===== config.mk =====
export PLATFORM = sky130hd
export DESIGN_NAME = sensor_sample_fifo
export DESIGN_NICKNAME = d
export VERILOG_FILES = /design/src/rtl/sfifo_pkg.sv /design/src/rtl/sfifo_ctrl.sv /design/src/rtl/sfifo_store.sv /design/src/rtl/sfifo_status.sv /design/src/rtl/sensor_sample_fifo.sv
export SDC_FILE = /design/constraint.sdc
export NUM_CORES = 1
export LEC_CHECK = 0
export CORE_MARGIN = 8
export CORE_UTILIZATION = 40
export DETAILED_ROUTE_END_ITERATION = 8
export GPL_ROUTABILITY_DRIVEN = 0
export PLACE_DENSITY = 0.6
export SYNTH_ARGS = -nofsm -noshare
export SYNTH_HDL_FRONTEND = slang
export SYNTH_HIERARCHICAL = 1
export SYNTH_SLANG_ARGS = --single-unit
export TNS_END_PERCENT = 30

===== constraint.sdc =====
create_clock -name clk -period 4.3 [get_ports clk]
set_clock_uncertainty 0.05 [all_clocks]
set_input_delay 0.86 -clock clk [delete_from_list [all_inputs] [get_ports clk]]
set_output_delay 0.86 -clock clk [all_outputs]
set_load 0.03 [all_outputs]

===== src/rtl/sfifo_pkg.sv =====
package sfifo_pkg;

    typedef enum logic [1:0] {
        MODE_BYPASS = 2'b00,
        MODE_HOLD   = 2'b01,
        MODE_STREAM = 2'b10,
        MODE_TRIG   = 2'b11
    } fill_mode_e;

    // number of flag bits packed above the count field
    localparam int unsigned FLAG_BITS = 3;

endpackage


===== src/rtl/sfifo_ctrl.sv =====
module sfifo_ctrl
    import sfifo_pkg::*;
#(
    parameter int unsigned DEPTH = 32,
    parameter int unsigned PTR_W = $clog2(DEPTH),
    parameter int unsigned OCC_W = PTR_W + 1
) (
    input  logic             clk,
    input  logic             rst_n,
    input  logic [1:0]       mode_i,
    input  logic             trig_i,
    input  logic             wr_en_i,
    input  logic             rd_en_i,
    output logic             push_o,
    output logic [PTR_W-1:0] wr_ptr_o,
    output logic [PTR_W-1:0] rd_ptr_o,
    output logic [OCC_W-1:0] occ_o,
    output logic             ovr_o,
    output logic             bypass_o
);

    localparam logic [OCC_W-1:0] OCC_FULL = OCC_W'(DEPTH);
    localparam logic [PTR_W-1:0] PTR_LAST = PTR_W'(DEPTH - 1);

    typedef struct packed {
        logic [PTR_W-1:0] wptr;
        logic [PTR_W-1:0] rptr;
        logic [OCC_W-1:0] occ;
        logic             ovr;
    } ctrl_st_t;

    ctrl_st_t st_d, st_q;

    logic is_byp, hold_eff, full, pop, push, drop_old;

    function automatic logic [PTR_W-1:0] nxt(input logic [PTR_W-1:0] p);
        return (p == PTR_LAST) ? '0 : p + PTR_W'(1);
    endfunction

    always_comb begin
        is_byp   = (mode_i == MODE_BYPASS);
        hold_eff = (mode_i == MODE_HOLD) || ((mode_i == MODE_TRIG) && trig_i);
        full     = (st_q.occ == OCC_FULL);
        pop      = rd_en_i && (st_q.occ != '0) && !is_byp;
        push     = wr_en_i && !is_byp && (!full || pop || !hold_eff);
        drop_old = push && full && !pop;

        st_d = st_q;
        if (is_byp) begin
            st_d.wptr = '0;
            st_d.rptr = '0;
            st_d.occ  = '0;
            st_d.ovr  = 1'b0;
        end else begin
            if (push)            st_d.wptr = nxt(st_q.wptr);
            if (pop || drop_old) st_d.rptr = nxt(st_q.rptr);
            st_d.occ = st_q.occ + OCC_W'(push) - OCC_W'(pop) - OCC_W'(drop_old);
            if (pop)
                st_d.ovr = 1'b0;
            else if (push && (st_d.occ == OCC_FULL))
                st_d.ovr = 1'b1;
        end
    end

    always_ff @(posedge clk or negedge rst_n) begin
        if (!rst_n) st_q <= '0;
        else        st_q <= st_d;
    end

    assign push_o   = push;
    assign wr_ptr_o = st_q.wptr;
    assign rd_ptr_o = st_q.rptr;
    assign occ_o    = st_q.occ;
    assign ovr_o    = st_q.ovr;
    assign bypass_o = is_byp;


    bypass_clears_chk: assert property (@(posedge clk) disable iff (!rst_n)
        (mode_i == MODE_BYPASS) |=> (st_q.occ == '0 && !st_q.ovr));


    hold_drop_chk: assert property (@(posedge clk) disable iff (!rst_n)
        (hold_eff && full && wr_en_i && !rd_en_i)
        |=> (st_q.occ == OCC_FULL && st_q.rptr == $past(st_q.rptr)));


    stream_overwrite_chk: assert property (@(posedge clk) disable iff (!rst_n)
        (!hold_eff && !is_byp && full && wr_en_i && !rd_en_i)
        |=> (st_q.occ == OCC_FULL && st_q.rptr == nxt($past(st_q.rptr))));


    pop_decrements_chk: assert property (@(posedge clk) disable iff (!rst_n)
        (pop && !push) |=> (st_q.occ == $past(st_q.occ) - OCC_W'(1)));


    ovr_clear_chk: assert property (@(posedge clk) disable iff (!rst_n)
        pop |=> !st_q.ovr);

endmodule


===== src/rtl/sfifo_store.sv =====
module sfifo_store #(
    parameter int unsigned DATA_W = 16,
    parameter int unsigned DEPTH  = 32,
    parameter int unsigned PTR_W  = $clog2(DEPTH)
) (
    input  logic              clk,
    input  logic              rst_n,
    input  logic              wr_en_i,
    input  logic              push_i,
    input  logic [PTR_W-1:0]  wr_ptr_i,
    input  logic [PTR_W-1:0]  rd_ptr_i,
    input  logic [DATA_W-1:0] wr_data_i,
    input  logic              bypass_i,
    output logic [DATA_W-1:0] rd_data_o
);

    typedef struct {
        logic [DATA_W-1:0] mem [DEPTH];
        logic [DATA_W-1:0] live;
    } store_st_t;

    store_st_t st_d, st_q;

    always_comb begin
        st_d = st_q;
        if (wr_en_i) st_d.live = wr_data_i;
        if (push_i)  st_d.mem[wr_ptr_i] = wr_data_i;
    end

    always_ff @(posedge clk or negedge rst_n) begin
        if (!rst_n) begin
            for (int i = 0; i < int'(DEPTH); i++) st_q.mem[i] <= '0;
            st_q.live <= '0;
        end else begin
            st_q <= st_d;
        end
    end

    assign rd_data_o = bypass_i ? st_q.live : st_q.mem[rd_ptr_i];


    live_tracks_chk: assert property (@(posedge clk) disable iff (!rst_n)
        wr_en_i |=> (st_q.live == $past(wr_data_i)));

endmodule


===== src/rtl/sfifo_status.sv =====
module sfifo_status
    import sfifo_pkg::*;
#(
    parameter int unsigned DEPTH = 32,
    parameter int unsigned PTR_W = $clog2(DEPTH),
    parameter int unsigned OCC_W = PTR_W + 1
) (
    input  logic                       clk,
    input  logic                       rst_n,
    input  logic [OCC_W-1:0]           occ_i,
    input  logic                       ovr_i,
    input  logic [PTR_W-1:0]           wtm_lvl_i,
    output logic [PTR_W+FLAG_BITS-1:0] status_o
);

    localparam logic [PTR_W-1:0] CNT_MAX = PTR_W'(DEPTH - 1);

    logic             wtm, empty;
    logic [PTR_W-1:0] cnt;

    always_comb begin
        wtm   = occ_i > {1'b0, wtm_lvl_i};
        empty = (occ_i == '0);
        cnt   = (occ_i > OCC_W'(CNT_MAX)) ? CNT_MAX : occ_i[PTR_W-1:0];
        status_o = {wtm, ovr_i, empty, cnt};
    end


    empty_zero_cnt_chk: assert property (@(posedge clk) disable iff (!rst_n)
        status_o[PTR_W] |-> (status_o[PTR_W-1:0] == '0 && !status_o[PTR_W+2]));

endmodule


===== src/rtl/sensor_sample_fifo.sv =====
module sensor_sample_fifo
    import sfifo_pkg::*;
#(
    parameter int unsigned DATA_W = 16,
    parameter int unsigned DEPTH  = 32,
    localparam int unsigned PTR_W = $clog2(DEPTH),
    localparam int unsigned OCC_W = PTR_W + 1
) (
    input  logic                       clk,
    input  logic                       rst_n,
    input  logic [1:0]                 mode_i,
    input  logic                       trig_i,
    input  logic [PTR_W-1:0]           wtm_lvl_i,
    input  logic                       wr_en_i,
    input  logic [DATA_W-1:0]          wr_data_i,
    input  logic                       rd_en_i,
    output logic [DATA_W-1:0]          rd_data_o,
    output logic [PTR_W+FLAG_BITS-1:0] status_o
);

    logic             push, ovr, bypass;
    logic [PTR_W-1:0] wr_ptr, rd_ptr;
    logic [OCC_W-1:0] occ;

    sfifo_ctrl #(.DEPTH(DEPTH), .PTR_W(PTR_W), .OCC_W(OCC_W)) u_ctrl (
        .clk      (clk),
        .rst_n    (rst_n),
        .mode_i   (mode_i),
        .trig_i   (trig_i),
        .wr_en_i  (wr_en_i),
        .rd_en_i  (rd_en_i),
        .push_o   (push),
        .wr_ptr_o (wr_ptr),
        .rd_ptr_o (rd_ptr),
        .occ_o    (occ),
        .ovr_o    (ovr),
        .bypass_o (bypass)
    );

    sfifo_store #(.DATA_W(DATA_W), .DEPTH(DEPTH), .PTR_W(PTR_W)) u_store (
        .clk       (clk),
        .rst_n     (rst_n),
        .wr_en_i   (wr_en_i),
        .push_i    (push),
        .wr_ptr_i  (wr_ptr),
        .rd_ptr_i  (rd_ptr),
        .wr_data_i (wr_data_i),
        .bypass_i  (bypass),
        .rd_data_o (rd_data_o)
    );

    sfifo_status #(.DEPTH(DEPTH), .PTR_W(PTR_W), .OCC_W(OCC_W)) u_status (
        .clk       (clk),
        .rst_n     (rst_n),
        .occ_i     (occ),
        .ovr_i     (ovr),
        .wtm_lvl_i (wtm_lvl_i),
        .status_o  (status_o)
    );

endmodule


==> results.py, run 1 <==
metrics = {
    "die": {
        "fp-row-count": 93,
        "fp.dieH_microns": 270,
        "dieArea_sq_mm": 0.0730,
        "die_width_microns": 270,
        "core-area_sq_mm": 0.0641,
        "pin_count": 52,
        "start_util_pct": 40.3,
    },
    "pwr": {
        "pwr_density_cell_mw_per_mm2": 610,
        "power.leakage_nw": 14.1,
        "peakVddDrop_mv": 0.321,
    },
    "synth": {
        "synth-async-reset-ratio_pct": 100,
        "syn-num-nets": 1924,
        "yosysWarningCount": 6,
        "syn-instance-count": 1876,
        "synth_seq_area_share_pct": 52.8,
        "syn_area_sq_mm": 0.0258,
        "synth_seq_cells": 545,
        "synth_cell_type_count": 60,
        "synth_edf_count": 0,
        "syn_area_per_cell_sq_um": 13.8,
        "synthFlopType": "dfrtp_1",
    },
    "worst_setup_path": {
        "r2r_cells": 17,
        "path_max_fanout": 55,
        "cp_cell_sequence": "buf_16 -> mux2i_1 -> a22o_1 -> a221oi_1 -> o22ai_1 -> o41ai_2 -> buf_12",
        "cp.depth": 7,
        "critPathKind": "register to output port",
        "r2r-end": "u_ctrl/ovr_o$_DFFE_PN0P_",
        "startpoint": "u_ctrl/rd_ptr_o[0]$_DFFE_PN0P_",
        "critical_path_buf_inv_count": 2,
        "cp_top_family": "compound AO/OA/AOI/OAI gates",
        "required_ns": 3.39,
        "endpoint": "rd_data_o[10]",
        "critPathSlowestCell": "dfrtp_4",
        "end_kind": "output port",
        "critical_path_arrival_ns": 3.33,
        "r2r_slack_ns": 0.77,
        "reg2reg_from": "u_ctrl/occ_o[2]$_DFF_PN0_",
        "start_kind": "register",
        "slowest_delay_ns": 0.59,
    },
    "place": {
        "hpwl_mm": 38.8,
        "portBuffers": 51,
        "dpl_cell_area_sq_mm": 0.0275,
    },
    "final_layout": {
        "final_cell_area_sq_mm": 0.0297,
        "final_layout_size_suffix_gt1_share_pct": 31.5,
        "antenna_cells": 0,
        "fillerInstances": 5637,
        "area_growth_pct": 14.8,
        "final_util_pct": 46.3,
        "nets": 1957,
    },
    "grt": {
        "antenna_found_initial": 0,
        "grtUsageTotal_pct": 17.0,
        "grt_pass1_vias": 16900,
        "globalRouteOverflowTotal": 0,
        "grt_pass1_wl_mm": 99.1,
        "grt_max_degree": 113,
    },
    "timing": {
        "rsz0062_at_grt": "yes",
        "fin_crit_sh_pct": 98.7,
        "max_freq_mhz": 236,
        "relSlewSlack_pct": 19.3,
        "finalSetupViolCount": 0,
        "finalHoldViolations": 0,
        "tightest_slew_ns": 1.21,
        "post-route-min-period_ns": 4.24,
        "whs_ns": 0.236,
        "slew_violations": 0,
    },
    "cts": {
        "numClockSinks": 545,
        "ctsLongestPathBuffers": 3,
        "cts.clk_slew.worst_paths_ns": 0.06,
        "htree_levels": 2,
        "cts_root_buffer": "clkbuf_16",
        "cts_buffers": 58,
        "tritoncts": "built",
        "clock_latency_ns": 0.61,
    },
    "job": {
        "cap_violations": 0,
    },
    "status": {
        "status": "completed",
    },
    "detailed_routing": {
        "wirelength_mm": 62.1,
        "detail_route.iter0.violations": 786,
        "drtPass1Iterations": 5,
        "drtAntennaViolNets": 0,
        "wl_per_cell_microns": 22.1,
        "vias": 15400,
        "via_per_inst": 5.50,
        "drc": 0,
    },
    "min_path": {
        "min_path_type": "input pin to asynchronous set/reset pin",
    },
}
-- worst min path at each step --
stage	start	endpoint	slack [ns]	cells past startpoint
after floorplan	u_ctrl/ovr_o$_DFFE_PN0P_	u_ctrl/ovr_o$_DFFE_PN0P_	0.40	2
after global routing	rst_n	u_store/st_q[109]$_DFFE_PN0P_	0.28	1
after global placement	u_store/st_q[142]$_DFFE_PN0P_	u_store/st_q[142]$_DFFE_PN0P_	0.42	1
after detailed placement	u_store/st_q[173]$_DFFE_PN0P_	u_store/st_q[173]$_DFFE_PN0P_	0.42	1
after CTS	rst_n	u_store/st_q[121]$_DFFE_PN0P_	0.23	1
final	rst_n	u_store/st_q[109]$_DFFE_PN0P_	0.24	1
-- metal layers --
| metal | wire length [microns] | global-route usage [%] |
|---|---|---|
| met5 | 0 | 0 |
| met2 | 30900 | 29.5 |
| met3 | 1970 | 2.28 |
| met4 | 1320 | 4.75 |
| met1 | 28000 | 22.1 |
-- worst register-to-register path: cells and delay by family, from the launching register on --
family | cells | cell delay, ns
adders and majority gates | 5 | 1.18
AOI/OAI and AO/OA | 5 | 0.92
DFF | 1 | 0.46
and+or+nand+nor | 3 | 0.45
buffers and inverters | 3 | 0.24
xor gates and xnor gates | 1 | 0.15
-- power by group --
part	internal, mW	switching [mW]	total, mW
clock	3.03	2.02	5.05
sequential	6.04	0.559	6.60
combinational	3.10	3.36	6.45
total	12.2	5.94	18.1
-- metrics by stage --
| stage | instances | setup WS [ns] | power (mW) | setup TNS, ns |
|---|---|---|---|---|
| after floorplan | 1876 | 0.848 | 10.7 | 0 |
| after global placement | 2700 | 0.346 | 12.9 | 0 |
| after detailed placement | 2700 | 0.216 | 13.0 | 0 |
| after CTS | 2810 | -0.0387 | 18.3 | -0.0387 |
| after global routing | 2810 | -0.0755 | 19.0 | -0.221 |
| final | 2810 | 0.0559 | 18.1 | 0 |
-- cell families after synthesis --
logic type | synth area share [%]
simple gates | 2.64
mux | 33.0
flops | 52.8
xor+xnor | 0.102
buf+inv | 3.53
fa+ha+maj | 0.997
compound gates | 6.94
-- sequential cells by signal, indices dropped and copies added (netlist names) --
signal and cells:
u_store/st_q 528, u_ctrl/ovr_o 1, u_ctrl/wr_ptr_o 5, u_ctrl/occ_o 6, u_ctrl/rd_ptr_o 5
-- cell usage after synthesis, types with 16 or more instances --
cell | count | area share, %
dfrtp_1 | 545 | 53
mux2_2 | 366 | 16
mux2i_1 | 257 | 10
mux2_1 | 163 | 7.1
clkbuf_1 | 83 | 1.2
a22oi_1 | 64 | 1.9
nand2_1 | 47 | 0.68
a21oi_1 | 36 | 0.70
buf_2 | 33 | 0.64
a22o_1 | 32 | 1.1
a221oi_1 | 26 | 0.88
buf_4 | 25 | 0.73
ha_1 | 19 | 0.92
nor2_1 | 19 | 0.28
o22ai_1 | 16 | 0.39
-- layout make-up --
class	instances	area [sq um]	area share [%]
repair buffers	133	1500	5.05
clock inverters	16	193	0.650
clock buffers	90	1750	5.91
inverters	14	52.6	0.177
multi-input cells	1157	11400	38.6
well taps	855	1070	3.61
flip-flops and latches	545	13600	46.0
-- cell usage in the layout, fill, tap and decap left out, types with 8 or more instances in the layout --
master	n
a22oi_1	64
clkdlybuf4s50_1	34
buf_4	66
clkbuf_16	59
clkbuf_8	16
nand2_1	47
mux2i_1	257
inv_1	14
buf_12	31
ha_1	19
o41ai_2	9
nor2_1	14
nor2_2	15
a22o_1	32
clkbuf_1	15
mux2_1	163
a21oi_1	36
o22ai_1	15
a221oi_1	25
clkinv_2	8
mux2_2	366
dfrtp_1	542
-- repair_timing --
action	in CTS	in global routing
cloned	1	0
gates resized for setup	6	9
endpoints found under the setup margin	7	14
setup buffers	3	0
hold buffers	0	0
(Power assumes the default switching activity.)
==> inputs of run 2 (changes only) <==
--- a/config.mk
+++ b/config.mk
@@ -5,7 +5,6 @@
 export SDC_FILE = /design/constraint.sdc
 export NUM_CORES = 1
 export LEC_CHECK = 0
-export CORE_MARGIN = 8
 export CORE_UTILIZATION = 40
 export DETAILED_ROUTE_END_ITERATION = 8
 export GPL_ROUTABILITY_DRIVEN = 0
==> run 2 against run 1 <==
Final cell count about the same. Design area shrank 0.16%. Wire length rose by 3.1%. Hold slack worse by 0.046 ns. Core utilization up 0.43 points.
==> results.py, run 2 (synthesis gave the netlist of run 1 again) <==
metrics = {
    "worst_setup_path": {
        "required_ns": 3.39,
        "path_max_fanout": 34,
        "start_kind": "register",
        "reg2reg_from": "u_ctrl/occ_o[2]$_DFF_PN0_",
        "r2r-end": "u_ctrl/ovr_o$_DFFE_PN0P_",
        "r2r_slack_ns": 0.77,
        "critical_path_arrival_ns": 3.31,
        "critPathSlowestCell": "dfrtp_4",
        "end_kind": "output port",
        "critPathKind": "register to output port",
        "slowest_delay_ns": 0.61,
        "crit_top_cell": "buf_12",
        "r2r_cells": 17,
        "cp_cell_sequence": "buf_12 -> mux2i_1 -> a22o_1 -> a221oi_1 -> o22ai_1 -> o41ai_4 -> buf_12",
    },
    "final_layout": {
        "area_growth_pct": 14.6,
        "final_util_pct": 46.7,
        "largest_reg_flops": 528,
        "regMostFlops": "u_store/st_q",
        "nets": 1964,
        "final_common_cell": "dfrtp_1",
        "final_layout_size_suffix_gt1_share_pct": 32.1,
        "final_cell_mix": "dfrtp_1, mux2_2, mux2i_1",
    },
    "die": {
        "die_width_microns": 256,
        "start_util_pct": 40.7,
        "fp.dieH_microns": 256,
        "pin_count": 52,
        "fp-row-count": 92,
        "core-area_sq_mm": 0.0634,
        "dieArea_sq_mm": 0.0656,
    },
    "place": {
        "hpwl_mm": 40.3,
        "portBuffers": 51,
    },
    "pwr": {
        "power.leakage_nw": 14.2,
        "pwr_density_cell_mw_per_mm2": 611,
        "peakVddDrop_mv": 0.351,
    },
    "detailed_routing": {
        "via_per_inst": 5.56,
        "drtAntennaViolNets": 0,
        "wl_met1_mm": 29.2,
        "met2_length_mm": 31.3,
        "vias": 15600,
        "drtPass1Iterations": 5,
        "wirelength_mm": 64.0,
        "top_layer": "met4",
        "drc": 0,
        "wl_met3_mm": 2.33,
        "wl_per_cell_microns": 22.8,
        "detail_route.iter0.violations": 907,
    },
    "timing": {
        "max_freq_mhz": 237,
        "slew_violations": 0,
        "post-route-min-period_ns": 4.22,
        "setup_tns_ns": 0,
        "finalSetupViolCount": 0,
        "relSlewSlack_pct": 13.7,
        "finalHoldViolations": 0,
        "fin_crit_sh_pct": 98.2,
        "rsz0062_at_grt": "no",
        "tightest_slew_ns": 1.29,
    },
    "job": {
        "cap_violations": 0,
    },
    "cts": {
        "htree_levels": 2,
        "cts.clk_slew.worst_paths_ns": 0.06,
        "tritoncts": "built",
        "hold_buffers": 0,
        "cts_buffers": 58,
        "numClockSinks": 545,
        "cts_root_buffer": "clkbuf_16",
        "ctsLongestPathBuffers": 3,
        "clock_latency_ns": 0.61,
    },
    "min_path": {
        "min_path_type": "input pin to asynchronous set/reset pin",
    },
    "grt": {
        "grt_pass1_vias": 16500,
        "grt_max_degree": 104,
        "antenna_found_initial": 0,
        "globalRouteOverflowTotal": 0,
        "grtUsageTotal_pct": 19.8,
        "grt_pass1_wl_mm": 101,
    },
    "status": {
        "status": "completed",
    },
}
run 2: metrics by stage:
stage | std cells | cell area, sq um | worst slack, ns | hold WS (ns) | total power [mW]
3_3_place_gp | 2702 | 27600 | 0.479 | 0.416 | 12.9
6_report | 2808 | 29600 | 0.0795 | 0.190 | 18.1
2_1_floorplan | 1876 | 25800 | 0.848 | 0.400 | 10.7
3_5_place_dp | 2702 | 27600 | 0.395 | 0.424 | 13.0
5_1_grt | 2807 | 29600 | 0.0139 | 0.217 | 19.0
4_1_cts | 2807 | 29600 | 0.0198 | 0.188 | 18.2
run 2: metal layers:
layer / up-vias / global-route usage, %
li1: 6980 / -
met1: 8272 / 27.0
met2: 257 / 32.9
met3: 98 / 2.84
met4: 0 / 4.91
met5: - / 0
run 2: area by class of cell:
type,instances,area [sq um]
Inverter,14,52.6
Sequential cell,545,13600
Fill cell,5509,33800
Clock buffer,80,1730
Tap cell,846,1060
Multi-Input combinational cell,1156,11400
Antenna cell,1,2.50
Timing Repair Buffer,141,1470
Clock inverter,25,258
run 2: worst max path at each step:
stage                                    from                        to  slack, ns  depth (start not counted)
2_1_floorplan  u_ctrl/rd_ptr_o[0]$_DFFE_PN0P_             rd_data_o[15]       0.85                          8
3_3_place_gp                        mode_i[0]  u_ctrl/ovr_o$_DFFE_PN0P_       0.48                         15
3_5_place_dp                          wr_en_i  u_ctrl/ovr_o$_DFFE_PN0P_       0.39                         14
4_1_cts        u_ctrl/rd_ptr_o[1]$_DFFE_PN0P_             rd_data_o[15]       0.02                          8
5_1_grt        u_ctrl/rd_ptr_o[2]$_DFFE_PN0P_              rd_data_o[6]       0.01                          8
6_report       u_ctrl/rd_ptr_o[0]$_DFFE_PN0P_             rd_data_o[11]       0.08                          7
run 2: what timing repair did:
action                                  4_1_cts  5_1_grt
endpoints found under the setup margin        4        8
pin swaps                                     1        2
buffers inserted                              0        0
gates cloned                                  0        0
resized for setup                             3        6
run 2: report_power, final:
group | internal (mW) | switching [mW] | total [mW]
sequential | 6.04 | 0.564 | 6.61
combinational | 3.04 | 3.31 | 6.35
clock | 3.09 | 2.05 | 5.14
run 2: critical path, delay by kind of cell, from the launching register on:
family                 cells  cell delay (ns)
AO/OA/AOI/OAI              4             1.42
buffers and inverters      2             0.48
flip-flops                 1             0.61
multiplexers               1             0.12
==> inputs of run 3 (changes only) <==
--- a/config.mk
+++ b/config.mk
@@ -6,6 +6,7 @@
 export NUM_CORES = 1
 export LEC_CHECK = 0
 export CORE_UTILIZATION = 40
+export CTS_BUF_LIST = sky130_fd_sc_hd__clkbuf_2 sky130_fd_sc_hd__clkbuf_4 sky130_fd_sc_hd__clkbuf_8
 export DETAILED_ROUTE_END_ITERATION = 8
 export GPL_ROUTABILITY_DRIVEN = 0
 export PLACE_DENSITY = 0.6
==> run 3 against run 2 <==
Register-to-register slack is essentially flat. Fmax up 0.78%. Largest cell class unchanged. Highest routed layer unchanged. Design area shrank 0.25%. Largest power group unchanged.
==> results.py, run 3 (synthesis gave the netlist of run 1 again) <==
metrics = {
    "pwr": {
        "peakVddDrop_mv": 0.251,
        "p_switching_mw": 5.91,
        "pwr_density_cell_mw_per_mm2": 599,
        "swShare_pct": 33.4,
        "share_comb_of_total_power_pct": 35.9,
        "power.leakage_nw": 14.2,
        "pwr-share-seq_pct": 37.4,
        "clkPwrFrac_pct": 26.8,
        "internal-power_mw": 11.8,
    },
    "cts": {
        "cts_buffers": 91,
        "clock_latency_ns": 0.66,
        "hold_buffers": 0,
        "tritoncts": "built",
        "cts.clk_slew.worst_paths_ns": 0.06,
        "cts_root_buffer": "clkbuf_8",
        "ctsLongestPathBuffers": 3,
        "htree_levels": 3,
        "numClockSinks": 545,
    },
    "grt": {
        "antenna_found_initial": 1,
        "globalRouteOverflowTotal": 0,
        "grt_pass1_vias": 16800,
        "grt_max_degree": 104,
        "grt_pass1_wl_mm": 101,
        "grtUsageTotal_pct": 19.9,
    },
    "detailed_routing": {
        "top_layer": "met4",
        "vias": 15800,
        "drtAntennaViolNets": 0,
        "wirelength_mm": 64.5,
        "met2_length_mm": 31.1,
        "via_per_inst": 5.51,
        "wl_per_cell_microns": 22.5,
        "wl_met1_mm": 29.2,
        "drc": 0,
        "detail_route.iter0.violations": 882,
        "wl_met3_mm": 2.55,
        "drtPass1Iterations": 4,
    },
    "timing": {
        "max_freq_mhz": 239,
        "finalHoldViolations": 0,
        "tightest_slew_ns": 1.31,
        "setup_tns_ns": 0,
        "finalSetupViolCount": 0,
        "relSlewSlack_pct": 12.4,
        "post-route-min-period_ns": 4.19,
        "final.setup.worst_slack_ns": 0.112,
        "slew_violations": 0,
        "rsz0062_at_grt": "yes",
        "fin_crit_sh_pct": 97.4,
    },
    "final_layout": {
        "multi_input_area_sq_mm": 0.0114,
        "final_cell_area_sq_mm": 0.0295,
        "area_growth_pct": 14.3,
        "final_layout_size_suffix_gt1_share_pct": 34.2,
        "final_common_cell": "dfrtp_1",
        "register_area_sq_mm": 0.0136,
        "largest_reg_flops": 528,
        "final_cell_mix": "dfrtp_1, mux2_2, mux2i_1",
        "nets": 1997,
        "fin_cells": 2862,
        "regMostFlops": "u_store/st_q",
        "fillerInstances": 5529,
    },
    "place": {
        "portBuffers": 51,
        "dpl.cell_count": 2702,
        "hpwl_mm": 40.3,
        "place_ws_ns": 0.395,
        "dpl_cell_area_sq_mm": 0.0276,
    },
    "die": {
        "fp-row-count": 92,
        "core-area_sq_mm": 0.0634,
        "die_width_microns": 256,
        "dieArea_sq_mm": 0.0656,
        "pin_count": 52,
        "fp.dieH_microns": 256,
        "start_util_pct": 40.7,
    },
    "worst_setup_path": {
        "end_kind": "output port",
        "r2r_slack_ns": 0.76,
        "start_kind": "register",
        "critical_path_arrival_ns": 3.28,
        "reg2reg_from": "u_ctrl/occ_o[2]$_DFF_PN0_",
        "required_ns": 3.39,
        "path_max_fanout": 34,
        "r2r-end": "u_ctrl/ovr_o$_DFFE_PN0P_",
        "r2r_cells": 17,
        "critPathKind": "register to output port",
    },
    "job": {
        "cap_violations": 0,
    },
    "status": {
        "status": "completed",
    },
    "min_path": {
        "min_path_type": "input pin to asynchronous set/reset pin",
    },
}
==> run 3: changes by cell type in the layout (fill, tap and decap cells not counted), moves of 2 or more <==
cell / previous run / this run
clkbuf_4: 0 / 36
inv_6: 0 / 2
clkbuf_1: 6 / 0
buf_4: 80 / 78
clkinv_2: 17 / 3
buf_6: 0 / 2
clkbuf_8: 13 / 115
bufinv_16: 5 / 0
clkbuf_16: 61 / 0
==> run 3: power by group through the flow <==
stage	registers, mW	clock network (mW)	logic (mW)
floorplan	6.47	0	4.26
global placement	6.65	0	6.21
detailed placement	6.70	0	6.31
CTS	6.60	4.89	6.36
global route	6.73	5.14	6.77
finish	6.61	4.74	6.35
==> run 3: how the worst max path moves through the flow <==
stage	start	endpoint	slack, ns	cells past startpoint
floorplan	u_ctrl/rd_ptr_o[0]$_DFFE_PN0P_	rd_data_o[15]	0.85	8
global placement	mode_i[0]	u_ctrl/ovr_o$_DFFE_PN0P_	0.48	15
detailed placement	wr_en_i	u_ctrl/ovr_o$_DFFE_PN0P_	0.39	14
CTS	u_ctrl/rd_ptr_o[0]$_DFFE_PN0P_	rd_data_o[3]	-0.02	7
global route	u_ctrl/rd_ptr_o[0]$_DFFE_PN0P_	rd_data_o[9]	-0.002	7
finish	u_ctrl/rd_ptr_o[0]$_DFFE_PN0P_	rd_data_o[11]	0.11	7
==> run 3: final cells by class <==
type | instances | area share (%)
clock buffer | 151 | 6.27
sequential | 545 | 46.2
inverter | 14 | 0.178
antenna | 1 | 0.00847
clock inverter | 8 | 0.186
tap | 846 | 3.58
timing repair buffer | 141 | 5.01
multi-input combinational | 1156 | 38.6
==> run 3: timing repair <==
action,CTS,global route
buffers inserted,0,0
gates resized for setup,6,5
pin swaps,4,2
setup endpoints to repair,10,4
==> run 3: metal layers <==
metal	track usage [%]	vias to the layer above
met2	32.8	307
met4	7.00	0
met5	0	-
li1	-	7046
met3	3.01	121
met1	26.7	8306
==> run 3: per-stage QoR <==
| stage | utilization [%] | hold slack (ns) | power [mW] |
|---|---|---|---|
| after floorplan | - | 0.400 | 10.7 |
| after global placement | 43.4 | 0.416 | 12.9 |
| after detailed placement | 43.4 | 0.424 | 13.0 |
| after CTS | 46.5 | 0.124 | 17.9 |
| after global routing | 46.6 | 0.156 | 18.6 |
| final | 46.6 | 0.149 | 17.7 |
==> run 3: worst max-delay path, cell delays in order (launching register included) <==
cell and delay (ns):
dfrtp_4 0.62, buf_12 0.31, mux2i_1 0.12, a22o_1 0.25
a221oi_1 0.42, o22ai_1 0.26, o41ai_2 0.42, buf_12 0.18
